===== src/rtl/fw_pkg.sv =====
package fw_pkg;

  typedef enum logic [1:0] {
    ROLE_CMD = 2'd0,
    ROLE_DST = 2'd1,
    ROLE_SRC = 2'd2
  } role_e;

  typedef enum logic [2:0] {
    ST_IDLE,
    ST_RD_HI,
    ST_RD_LO,
    ST_RD_FL,
    ST_CAP_FL,
    ST_RD_CMD,
    ST_CAP_CMD,
    ST_SHOW
  } walk_state_e;

  localparam int ADDR_W     = 40;
  localparam int ADDR_HI_W  = ADDR_W - 32;
  localparam int LEN_W      = 20;
  localparam int FIN_BIT    = 30;
  localparam int EXT_BIT    = 31;
  localparam int OPC_MSB    = 31;
  localparam int OPC_LSB    = 27;
  localparam int OPC_W      = OPC_MSB - OPC_LSB + 1;
  localparam int WORDS_PER_ENT = 4;

  localparam logic [OPC_W-1:0] OPC_MOVE = 5'h08;
  localparam logic [OPC_W-1:0] OPC_XOR  = 5'h1A;
  localparam logic [OPC_W-1:0] OPC_PQ   = 5'h1B;

  localparam logic [1:0] ERR_NONE = 2'd0;
  localparam logic [1:0] ERR_LEN  = 2'd1;
  localparam logic [1:0] ERR_OVR  = 2'd2;

  typedef struct packed {
    logic [ADDR_W-1:0] addr;
    logic [LEN_W-1:0]  len;
    logic              fin;
    logic              ext;
  } entry_t;

endpackage


===== src/rtl/fw_entry_decode.sv =====
module fw_entry_decode
  import fw_pkg::*;
(
  input  logic [31:0] hi_word,
  input  logic [31:0] lo_word,
  input  logic [31:0] flag_word,
  output entry_t      fields,
  output logic        len_zero
);

  logic unused_bits;

  assign fields.addr = {hi_word[ADDR_HI_W-1:0], lo_word};
  assign fields.len  = flag_word[LEN_W-1:0];
  assign fields.fin  = flag_word[FIN_BIT];
  assign fields.ext  = flag_word[EXT_BIT];
  assign len_zero    = (flag_word[LEN_W-1:0] == '0);

  assign unused_bits = ^{hi_word[31:ADDR_HI_W], flag_word[FIN_BIT-1:LEN_W]};

endmodule


===== src/rtl/fw_role_map.sv =====
module fw_role_map
  import fw_pkg::*;
#(
  parameter int IDX_W = 5,
  parameter logic [OPC_W-1:0] DUAL_DST_OPC = OPC_PQ
) (
  input  logic [IDX_W-1:0] idx,
  input  logic [OPC_W-1:0] opcode,
  output logic [1:0]       role
);

  role_e role_sel;

  always_comb begin
    if (idx == IDX_W'(0)) begin
      role_sel = ROLE_CMD;
    end else if (idx == IDX_W'(1)) begin
      role_sel = ROLE_DST;
    end else if ((idx == IDX_W'(2)) && (opcode == DUAL_DST_OPC)) begin
      role_sel = ROLE_DST;
    end else begin
      role_sel = ROLE_SRC;
    end
  end

  assign role = role_sel;

endmodule


===== src/rtl/frame_walker.sv =====
module frame_walker
  import fw_pkg::*;
#(
  parameter int MA_W    = 16,
  parameter int MAX_ENT = 19,
  localparam int IDX_W  = $clog2(MAX_ENT)
) (
  input  logic              clk,
  input  logic              rst_n,
  input  logic              start,
  input  logic [MA_W-1:0]   base_addr,
  output logic              busy,
  output logic              mem_rd_en,
  output logic [MA_W-1:0]   mem_rd_addr,
  input  logic [31:0]       mem_rd_data,
  output logic              ent_valid,
  input  logic              ent_ready,
  output logic [IDX_W-1:0]  ent_index,
  output logic [1:0]        ent_role,
  output logic [39:0]       ent_addr,
  output logic [19:0]       ent_len,
  output logic              ent_final,
  output logic              ent_ext,
  output logic              done,
  output logic              err,
  output logic [1:0]        err_code
);

  localparam logic [IDX_W-1:0] LAST_IDX = IDX_W'(MAX_ENT - 1);

  walk_state_e state_q, state_d;
  logic [IDX_W-1:0] idx_q, idx_d;
  logic [MA_W-1:0]  ebase_q, ebase_d;
  logic [31:0]      hi_q, lo_q, fl_q;
  logic [OPC_W-1:0] opc_q;
  logic             done_q, done_d;
  logic             err_q, err_d;
  logic [1:0]       code_q, code_d;
  logic             hi_en, lo_en, fl_en, opc_en;

  logic [31:0]      flag_src;
  entry_t           ent;
  logic             ent_len_zero;

  // Flags word is taken straight from memory in the cycle it arrives,
  // so the length check can steer the next state without a bubble.
  assign flag_src = (state_q == ST_CAP_FL) ? mem_rd_data : fl_q;

  fw_entry_decode u_decode (
    .hi_word   (hi_q),
    .lo_word   (lo_q),
    .flag_word (flag_src),
    .fields    (ent),
    .len_zero  (ent_len_zero)
  );

  fw_role_map #(
    .IDX_W        (IDX_W),
    .DUAL_DST_OPC (OPC_PQ)
  ) u_role (
    .idx    (idx_q),
    .opcode (opc_q),
    .role   (ent_role)
  );

  // Next-state logic
  always_comb begin
    state_d     = state_q;
    idx_d       = idx_q;
    ebase_d     = ebase_q;
    done_d      = 1'b0;
    err_d       = 1'b0;
    code_d      = code_q;
    hi_en       = 1'b0;
    lo_en       = 1'b0;
    fl_en       = 1'b0;
    opc_en      = 1'b0;
    mem_rd_en   = 1'b0;
    mem_rd_addr = ebase_q;

    unique case (state_q)
      ST_IDLE: begin
        if (start) begin
          state_d = ST_RD_HI;
          idx_d   = '0;
          ebase_d = base_addr;
          code_d  = ERR_NONE;
        end
      end
      ST_RD_HI: begin
        mem_rd_en   = 1'b1;
        mem_rd_addr = ebase_q;
        state_d     = ST_RD_LO;
      end
      ST_RD_LO: begin
        mem_rd_en   = 1'b1;
        mem_rd_addr = ebase_q + MA_W'(1);
        hi_en       = 1'b1;
        state_d     = ST_RD_FL;
      end
      ST_RD_FL: begin
        mem_rd_en   = 1'b1;
        mem_rd_addr = ebase_q + MA_W'(2);
        lo_en       = 1'b1;
        state_d     = ST_CAP_FL;
      end
      ST_CAP_FL: begin
        fl_en = 1'b1;
        if (idx_q == '0) begin
          state_d = ST_RD_CMD;
        end else if (ent_len_zero) begin
          state_d = ST_IDLE;
          err_d   = 1'b1;
          code_d  = ERR_LEN;
        end else begin
          state_d = ST_SHOW;
        end
      end
      ST_RD_CMD: begin
        mem_rd_en   = 1'b1;
        mem_rd_addr = ent.addr[MA_W+1:2];
        state_d     = ST_CAP_CMD;
      end
      ST_CAP_CMD: begin
        opc_en  = 1'b1;
        state_d = ST_SHOW;
      end
      ST_SHOW: begin
        if (ent_ready) begin
          if (ent.fin) begin
            state_d = ST_IDLE;
            done_d  = 1'b1;
          end else if (idx_q == LAST_IDX) begin
            state_d = ST_IDLE;
            err_d   = 1'b1;
            code_d  = ERR_OVR;
          end else begin
            state_d = ST_RD_HI;
            idx_d   = idx_q + IDX_W'(1);
            ebase_d = ebase_q + MA_W'(WORDS_PER_ENT);
          end
        end
      end
      default: state_d = ST_IDLE;
    endcase
  end

  // Control registers
  always_ff @(posedge clk or negedge rst_n) begin
    if (!rst_n) begin
      state_q <= ST_IDLE;
      idx_q   <= '0;
      ebase_q <= '0;
      done_q  <= 1'b0;
      err_q   <= 1'b0;
      code_q  <= ERR_NONE;
    end else begin
      state_q <= state_d;
      idx_q   <= idx_d;
      ebase_q <= ebase_d;
      done_q  <= done_d;
      err_q   <= err_d;
      code_q  <= code_d;
    end
  end

  // Entry word registers with explicit enables
  always_ff @(posedge clk or negedge rst_n) begin
    if (!rst_n) begin
      hi_q  <= '0;
      lo_q  <= '0;
      fl_q  <= '0;
      opc_q <= '0;
    end else begin
      if (hi_en)  hi_q  <= mem_rd_data;
      if (lo_en)  lo_q  <= mem_rd_data;
      if (fl_en)  fl_q  <= mem_rd_data;
      if (opc_en) opc_q <= mem_rd_data[OPC_MSB:OPC_LSB];
    end
  end

  assign busy      = (state_q != ST_IDLE);
  assign ent_valid = (state_q == ST_SHOW);
  assign ent_index = idx_q;
  assign ent_addr  = ent.addr;
  assign ent_len   = ent.len;
  assign ent_final = ent.fin;
  assign ent_ext   = ent.ext;
  assign done      = done_q;
  assign err       = err_q;
  assign err_code  = code_q;

endmodule


===== config.mk =====
export PLATFORM = sky130hd
export DESIGN_NAME = frame_walker
export DESIGN_NICKNAME = d
export VERILOG_FILES = /design/src/rtl/fw_pkg.sv /design/src/rtl/fw_entry_decode.sv /design/src/rtl/fw_role_map.sv /design/src/rtl/frame_walker.sv
export SDC_FILE = /design/constraint.sdc
export NUM_CORES = 1
export LEC_CHECK = 0
export CORE_AREA = 2 2 124 126
export DETAILED_ROUTE_END_ITERATION = 10
export DIE_AREA = 0 0 126 128
export PLACE_DENSITY = 0.78
export SLEW_MARGIN = 20
export SYNTH_ARGS = -nofsm -noshare
export SYNTH_HDL_FRONTEND = slang
export SYNTH_HIERARCHICAL = 1
export SYNTH_SLANG_ARGS = --single-unit
export TNS_END_PERCENT = 5

===== constraint.sdc =====
create_clock -name clk -period 2.7 [get_ports clk]
set_input_delay 0.405 -clock clk [delete_from_list [all_inputs] [get_ports clk]]
set_output_delay 0.405 -clock clk [all_outputs]
set_load 0.02 [all_outputs]

After elaboration in Yosys (flattened, before gate mapping)
Index checks and enable logic that the tools add are counted.
- output and inout port bits: 92
- flip-flop bits (word level): 105
- logic and storage cells: 86
- bits of input ports: 52
- add/sub/neg operators: 4
- eq/ne operators: 18
- reduce and logical (&&, ||, !) cells: 11
- multiplexer cells: 43
- operators by type and width (kind ; number):
    $mux W16 ; 4
    $pmux W16 S3 ; 1
    $mux W32 ; 1
    $pmux W16 S2 ; 1
    $pmux W3 S8 ; 1
    $logic_not A20 Y1 ; 1
    $mux W5 ; 4
    $mux W2 ; 9
    $add A16 B1 Y16 const B ; 1
    $add A16 B2 Y16 const B ; 1
    $add A16 B3 Y16 const B ; 1
    $mux W1 ; 15
    $eq A3 B3 Y1 const B ; 4
    $mux W3 ; 4
    $eq A5 B5 Y1 const B ; 2
    $ne A2 B2 Y1 const B ; 5
    $pmux W5 S2 ; 1
    $reduce_and A7 Y1 ; 1
    $eq A3 B2 Y1 const B ; 2
    $pmux W2 S3 ; 1
    $reduce_bool A3 Y1 ; 2
    $add A5 B1 Y5 const B ; 1
    $eq A5 B1 Y1 const B ; 1
    $eq A5 B2 Y1 const B ; 1
    10 further kinds ; 11

Logic depth before layout (Yosys ltp)
Gate-level depths: netlist of run 1.
- word-level depth: 6
- depth in mapped cells: 12
- depth with buffers taken out: 10

Cells and area by module
Netlist of run 1, hierarchy kept.
- modules (own cells, without submodules) (module ; area an instance (µm²) ; seq. area each (µm²) ; instances ; cells an instance):
    frame_walker ; 6412.4 ; 3228.1 ; 1 ; 618
    fw_entry_decode ; 509.2 ; 0.0 ; 1 ; 70
    fw_role_map ; 50.0 ; 0.0 ; 1 ; 6

Worst setup path after synthesis of run 1
Ideal clock, no wire load.
- path kind: flip-flop to flip-flop
- start: reg state_q[1]
- end: reg code_q[1], in the netlist err_code[1]
- data required time: 2.572 ns
- buffers on the path: 3
- stages on the path, launching flop included: 13
- clock period less this slack: 2.920 ns
- data arrival time: 2.793 ns
- path slack: -0.220 ns
- cells stage by stage: dfrtp_1 buf_2 buf_2 nor3_4 buf_2 mux2_2 nor4_1 nand3_1 nor2_1 nor2b_1 o21ai_0 a21o_1 mux2_1
- cells in the longest elaborated chain, start to end: 5
- elaborated cells between the ends (all ways): 14
- RTL lines (element ; RTL line ; text):
    start, declared ; frame_walker.sv:31 ; walk_state_e state_q, state_d;
    start signal, assigned ; frame_walker.sv:158 ; state_q <= state_d;
    $eq A3 B3 Y1 ; frame_walker.sv:47 ; assign flag_src = (state_q == ST_CAP_FL) ? mem_rd_data : fl_q;
    $mux W32 ; frame_walker.sv:47 ;
    named net flag_src[16] ; frame_walker.sv:41 ; logic [31:0] flag_src;
    $logic_not A20 Y1 ; fw_entry_decode.sv:17 ; assign len_zero = (flag_word[LEN_W-1:0] == '0);
    named net ent_len_zero ; frame_walker.sv:43 ; logic ent_len_zero;
    $ne A2 B2 Y1 (no source line) ; - ;
    $reduce_and A7 Y1 (no source line) ; - ;
    end signal, assigned ; frame_walker.sv:163 ; code_q <= code_d;
    end, declared ; frame_walker.sv:38 ; logic [1:0] code_q, code_d;
The timed path passes the listed nets, and every way through them passes these cells.
A chain may end at the register's enable or synchronous reset.

Final worst setup path of run 1
- start: reg ebase_q[2]
- end: out mem_rd_addr[11]
- cells in the longest elaborated chain, start to end: 2
- elaborated cells between the ends (all ways): 3
- RTL lines (element ; RTL line ; text):
    start, declared ; frame_walker.sv:33 ; logic [MA_W-1:0] ebase_q, ebase_d;
    start signal, assigned ; frame_walker.sv:160 ; ebase_q <= ebase_d;
    $add A16 B2 Y16 or $add A16 B1 Y16 (tied branches) ; frame_walker.sv:103, frame_walker.sv:97 ;
    $pmux W16 S3 * ; frame_walker.sv:81 ; unique case (state_q)
    end, declared ; frame_walker.sv:14 ; output logic [MA_W-1:0] mem_rd_addr,
Mark *: on every way between the ends. The rest lies on a longest branch, timed or not.

==> flow_metrics.py, run 1 <==
metrics = {
    "power_and_ir_drop": {
        "p_clk_share_pct": 12.3,
        "comb_power_share_pct": 62.2,
        "peakVddDrop_uv": 627,
        "p_switching_mw": 4.64,
        "powerDensity_nw_per_um2": 1380,
        "p_leak_nw": 3.28,
        "internal_power_mw": 5.86,
        "sequentialPowerShare_pct": 25.6,
        "total_power_mw": 10.5,
        "switching_share_pct": 44.2,
    },
    "placed_design": {
        "dp_slack_ns": -0.0439,
        "hpwl_mm": 11.9,
        "placed_area_um2": 7260,
        "place_congestion": 0.909,
        "port_buffers": 143,
        "placed_cells": 873,
    },
    "critical_path": {
        "end_kind": "primary output",
        "crit_slowest_cell": "dfrtp_1",
        "cp_max_fo": 5,
        "path_cells": "ha_2, nand3_1, buf_4, nor3_1, o211ai_1, o41ai_2, a21o_1, dlygate4sd2_1",
        "cp-start-kind": "flop",
        "path_buf_inv": 2,
        "critPathKind": "reg -> out",
        "cp_data_required_time_ns": 2.30,
        "arrival_ns": 2.37,
        "cpLargestDelayFamily": "compound AO/OA/AOI/OAI gates",
        "cpPeakStageDelay_ns": 0.42,
    },
    "clocking": {
        "cts.root.buffer_cell": "clkbuf_16",
        "clock_path_buffers": 2,
        "cts-buffers-inserted": 9,
        "ctsHtreeMaxLevel": 3,
        "cts_sinks": 95,
        "ctsHoldBuffers": 0,
        "cts.clk_slew.worst_paths_ns": 0.08,
        "clkLatencyLatePin_ns": 0.36,
        "cts_tree": "yes",
    },
    "min_path": {
        "hold_path.class": "in -> async",
    },
    "yosys": {
        "netlist_instances": 575,
        "netlist_area_um2": 5730,
        "ys_warn_count": 6,
        "syn_nets": 633,
        "syn_area_per_cell_um2": 9.96,
    },
    "sta": {
        "max_freq_mhz": 361,
        "fin_hold_ws_ns": 0.0568,
        "finClkSkew_ns": 0.00858,
        "drv_slew": 0,
        "hold_viol_final": 0,
        "layout_min_cycle_time_ns": 2.77,
        "fin_crit_sh_pct": 103,
        "fin_ws_ns": -0.0738,
        "fin_setup_tns_ns": -0.145,
        "finalSetupViolCount": 2,
        "rsz0062_at_grt": "yes",
        "max_slew_margin_pct": 57.0,
        "tightest_slew_ns": 0.645,
    },
    "global_routing": {
        "grt_pass1_wl_mm": 24.8,
        "overflow": 0,
        "grt_pass1_vias": 4611,
        "grt_max_degree": 49,
        "grt_usage_pct": 19.6,
        "antenna_found_initial": 0,
    },
    "final_layout": {
        "antennaDiodeCount": 0,
        "stdcell_area_um2": 7620,
        "syn_to_final_growth_pct": 33.2,
        "layout_common_cells": "clkdlybuf4s50_1 (118), dfrtp_1 (93), buf_4 (67), nand2_1 (58), mux2_2 (53)",
        "fin_cells": 890,
        "layout_commonest_cell": "clkdlybuf4s50_1",
        "fin_nets": 755,
        "layout-drive-gt1-share_pct": 28.5,
        "final_util_pct": 51.3,
    },
    "route": {
        "drt_iter0_drc": 243,
        "drt_pass1_iterations": 4,
        "vias": 4635,
        "routed_via_density": 5.21,
        "post_drt_wl_per_cell_um": 17.5,
        "ant_nets": 0,
        "drc_errors": 0,
        "routed_wl_mm": 15.6,
    },
    "run": {
        "cap_violations": 0,
    },
    "die": {
        "core-area_um2": 14900,
        "io-pin-count": 144,
        "initial_core_util_pct": 38.5,
        "dieWidth_um": 126,
        "chipHeight_um": 128,
        "num_rows": 45,
        "die-area_um2": 16100,
    },
    "outcome": {
        "status": "finished, violations left",
        "failed_checks": "negative setup slack",
    },
}
[metal layers]
layer,wire length (µm),share of wire [%],GRT usage [%],up-vias
met4,330,2.1,7.30,0
met1,6720,43,25.1,2255
li1,-,-,-,2235
met3,760,4.9,3.71,25
met5,0,0,0,-
met2,7800,50,33.0,120
[layout make-up]
class                   instances  area [µm²]
fillers                      1399        7240
multi-input cells             368        2720
flip-flops and latches         95        2380
repair buffers                212        1950
well taps                     188         235
clock buffers                   9         225
clock inverters                 7        73.8
inverters                      11        41.3
[path summary, 6_finish.rpt]
| check | endpoint | cells after the start | slack, ns | start |
|---|---|---|---|---|
| hold / removal | lo_q[1] | 1 | 0.06 | rst_n |
| setup reg to reg | err_code[1] | 11 | 0.05 | state_q[1] |
| hold reg to reg | hi_q[4] | 2 | 0.48 | hi_q[4] |
| setup / recovery | mem_rd_addr[11] | 8 | -0.07 | ebase_q[2] |
| max in group asynchronous | state_q[2] | 2 | 1.91 | rst_n |
| min in group clk | hi_q[4] | 2 | 0.48 | hi_q[4] |
[what timing repair did]
action	in CTS	in global routing
resized for setup	34	31
endpoints found under the setup margin	18	23
buffers inserted	0	1
[worst reg2reg max path: stages (launching register included)]
cell and delay [ns]:
dfrtp_1 0.42, nor3_4 0.23, buf_12 0.20, buf_4 0.15, mux2_4 0.31, nor4_2 0.26, nand3_1 0.12, nor2_2 0.14
nor2b_4 0.16, o21ai_1 0.06, a21o_1 0.18, mux2_1 0.31
[power groups by stage]
stage          logic, mW  clock network [mW]  registers (mW)
2_1_floorplan       4.67                   0            2.49
3_3_place_gp        6.54                   0            2.67
3_5_place_dp        6.61                   0            2.71
4_1_cts             6.56                1.31            2.68
5_1_grt             7.03                1.36            2.78
6_report            6.53                1.29            2.69
[sequential cells by signal (all words and copies together) (netlist names)]
name,count
err_code,2
lo_q,32
done,1
err,1
opc_q,5
hi_q,8
ebase_q,16
ent_index,5
state_q,3
fl_q,22
Note: power is estimated with default switching activity, not from simulation.
==> inputs of run 2 (changes only) <==
Settings changed: CORE_AREA 2 2 124 126 to 2 2 118 120, DIE_AREA 0 0 126 128 to 0 0 120 122, PLACE_DENSITY 0.78 to 0.81.
Clock period 2.7 ns to 3.1 ns, I/O delays scaled along.
==> flow_metrics.py, run 2 (same netlist as run 1, synthesis figures left out) <==
metrics = {
    "outcome": {
        "status": "completed",
    },
    "sta": {
        "finalSetupViolCount": 0,
        "drv_slew": 0,
        "layout_min_cycle_time_ns": 3.07,
        "fin_ws_ns": 0.0286,
        "max_freq_mhz": 326,
        "rsz0062_at_grt": "yes",
        "max_slew_margin_pct": 53.3,
        "fin_crit_sh_pct": 99.1,
        "fin_hold_ws_ns": 0.151,
        "hold_viol_final": 0,
        "fin_setup_tns_ns": 0,
        "tightest_slew_ns": 0.701,
        "finClkSkew_ns": 0.00647,
    },
    "route": {
        "drt_pass1_iterations": 5,
        "drt_iter0_drc": 302,
        "drc_errors": 0,
        "vias": 4581,
        "post_drt_wl_per_cell_um": 18.4,
        "routed_via_density": 5.46,
        "routed_wl_mm": 15.5,
        "ant_nets": 0,
    },
    "power_and_ir_drop": {
        "p_leak_nw": 2.97,
        "peakVddDrop_uv": 581,
        "powerDensity_nw_per_um2": 1220,
        "total_power_mw": 8.82,
    },
    "placed_design": {
        "dp_slack_ns": 0.193,
        "placed_cells": 826,
        "place_congestion": 0.895,
        "port_buffers": 143,
        "placed_area_um2": 6940,
        "hpwl_mm": 11.6,
    },
    "die": {
        "initial_core_util_pct": 42.4,
        "die-area_um2": 14600,
        "chipHeight_um": 122,
        "core-area_um2": 13500,
        "num_rows": 43,
        "io-pin-count": 144,
        "dieWidth_um": 120,
    },
    "clocking": {
        "cts-buffers-inserted": 9,
        "ctsHtreeMaxLevel": 3,
        "cts.clk_slew.worst_paths_ns": 0.06,
        "cts_tree": "yes",
        "ctsHoldBuffers": 0,
        "clock_path_buffers": 2,
        "cts_sinks": 95,
        "clkLatencyLatePin_ns": 0.35,
        "cts.root.buffer_cell": "clkbuf_16",
    },
    "critical_path": {
        "path_cells": "ha_1, nand2_2, nor2_4, a31oi_1, a2111oi_1, a211oi_1, clkdlybuf4s50_1",
        "cpPeakStageDelay_ns": 0.55,
        "crit_slowest_cell": "clkdlybuf4s50_1",
        "arrival_ns": 2.61,
        "cp_data_required_time_ns": 2.63,
        "cp-start-kind": "flop",
        "critPathKind": "reg -> out",
        "cp_max_fo": 5,
        "end_kind": "primary output",
    },
    "min_path": {
        "hold_path.class": "in -> async",
    },
    "final_layout": {
        "antennaDiodeCount": 0,
        "fin_nets": 716,
        "layout-drive-gt1-share_pct": 21.5,
        "final_util_pct": 53.7,
        "stdcell_area_um2": 7250,
        "layout_commonest_cell": "clkdlybuf4s50_1",
        "reg_top3": "lo_q x32, fl_q x22, ebase_q x16",
        "regMostFlops": "lo_q",
        "fin_cells": 839,
        "syn_to_final_growth_pct": 26.7,
        "largest_register_ff_count": 32,
        "layout_common_cells": "clkdlybuf4s50_1 (135), dfrtp_1 (93), mux2_2 (60), nand2_1 (57), nor2_1 (32)",
    },
    "global_routing": {
        "antenna_found_initial": 0,
        "grt_usage_pct": 21.1,
        "grt_pass1_wl_mm": 24.2,
        "grt_pass1_vias": 4602,
        "overflow": 0,
        "grt_max_degree": 51,
    },
    "run": {
        "cap_violations": 0,
    },
}
run 2: cell count changes in the layout (fill, tap and decap cells not counted), moves of 3 or more:
cell and delta:
dlygate4sd2_1 -4, mux2_4 -8, clkdlybuf4s50_1 +17, dlymetal6s2s_1 -4, clkbuf_2 -5, o21ai_0 +3
mux2_2 +7, buf_4 -40
run 2: worst paths after layout:
path | start | endpoint | slack [ns] | depth (start not counted)
max | ebase_q[2] | mem_rd_addr[12] | 0.03 | 7
min | rst_n | hi_q[5] | 0.15 | 1
max reg2reg | state_q[2] | err_code[1] | 0.22 | 11
min reg2reg | hi_q[1] | hi_q[1] | 0.47 | 2
max in group asynchronous | rst_n | ebase_q[1] | 2.20 | 2
min in group clk | hi_q[1] | hi_q[1] | 0.47 | 2
run 2: timing repair:
item,CTS,global route
resized for setup,10,11
setup endpoints to repair,7,10
buffers inserted,0,1
pin swaps,0,1
endpoints found under the hold margin,0,0
run 2: power by group:
part,switching (mW),internal (mW)
clock network,0.453,0.549
logic,2.89,2.54
registers,0.539,1.85
run 2: layout make-up:
type                    count  area, µm²
clock buffers              11        243
flip-flops and latches     95       2380
multi-input cells         368       2660
fillers                  1200       6250
repair buffers            173       1700
clock inverters             1       8.76
well taps                 180        225
inverters                  11       41.3
run 2: critical path, delay by kind of cell (launching register included):
family	cells	cell delay, ns
AO/OA/AOI/OAI	3	0.67
adder cells (fa/ha/maj)	1	0.27
flip-flops	1	0.43
buffers and inverters	1	0.55
AND/OR/NAND/NOR	2	0.32
run 2: metal layers:
metal | track usage (%) | up-vias | share of wire [%]
met5 | 0 | - | 0
li1 | - | 2148 | -
met1 | 26.7 | 2253 | 43
met2 | 34.8 | 148 | 49
met3 | 5.10 | 32 | 5.7
met4 | 8.53 | 0 | 2.3
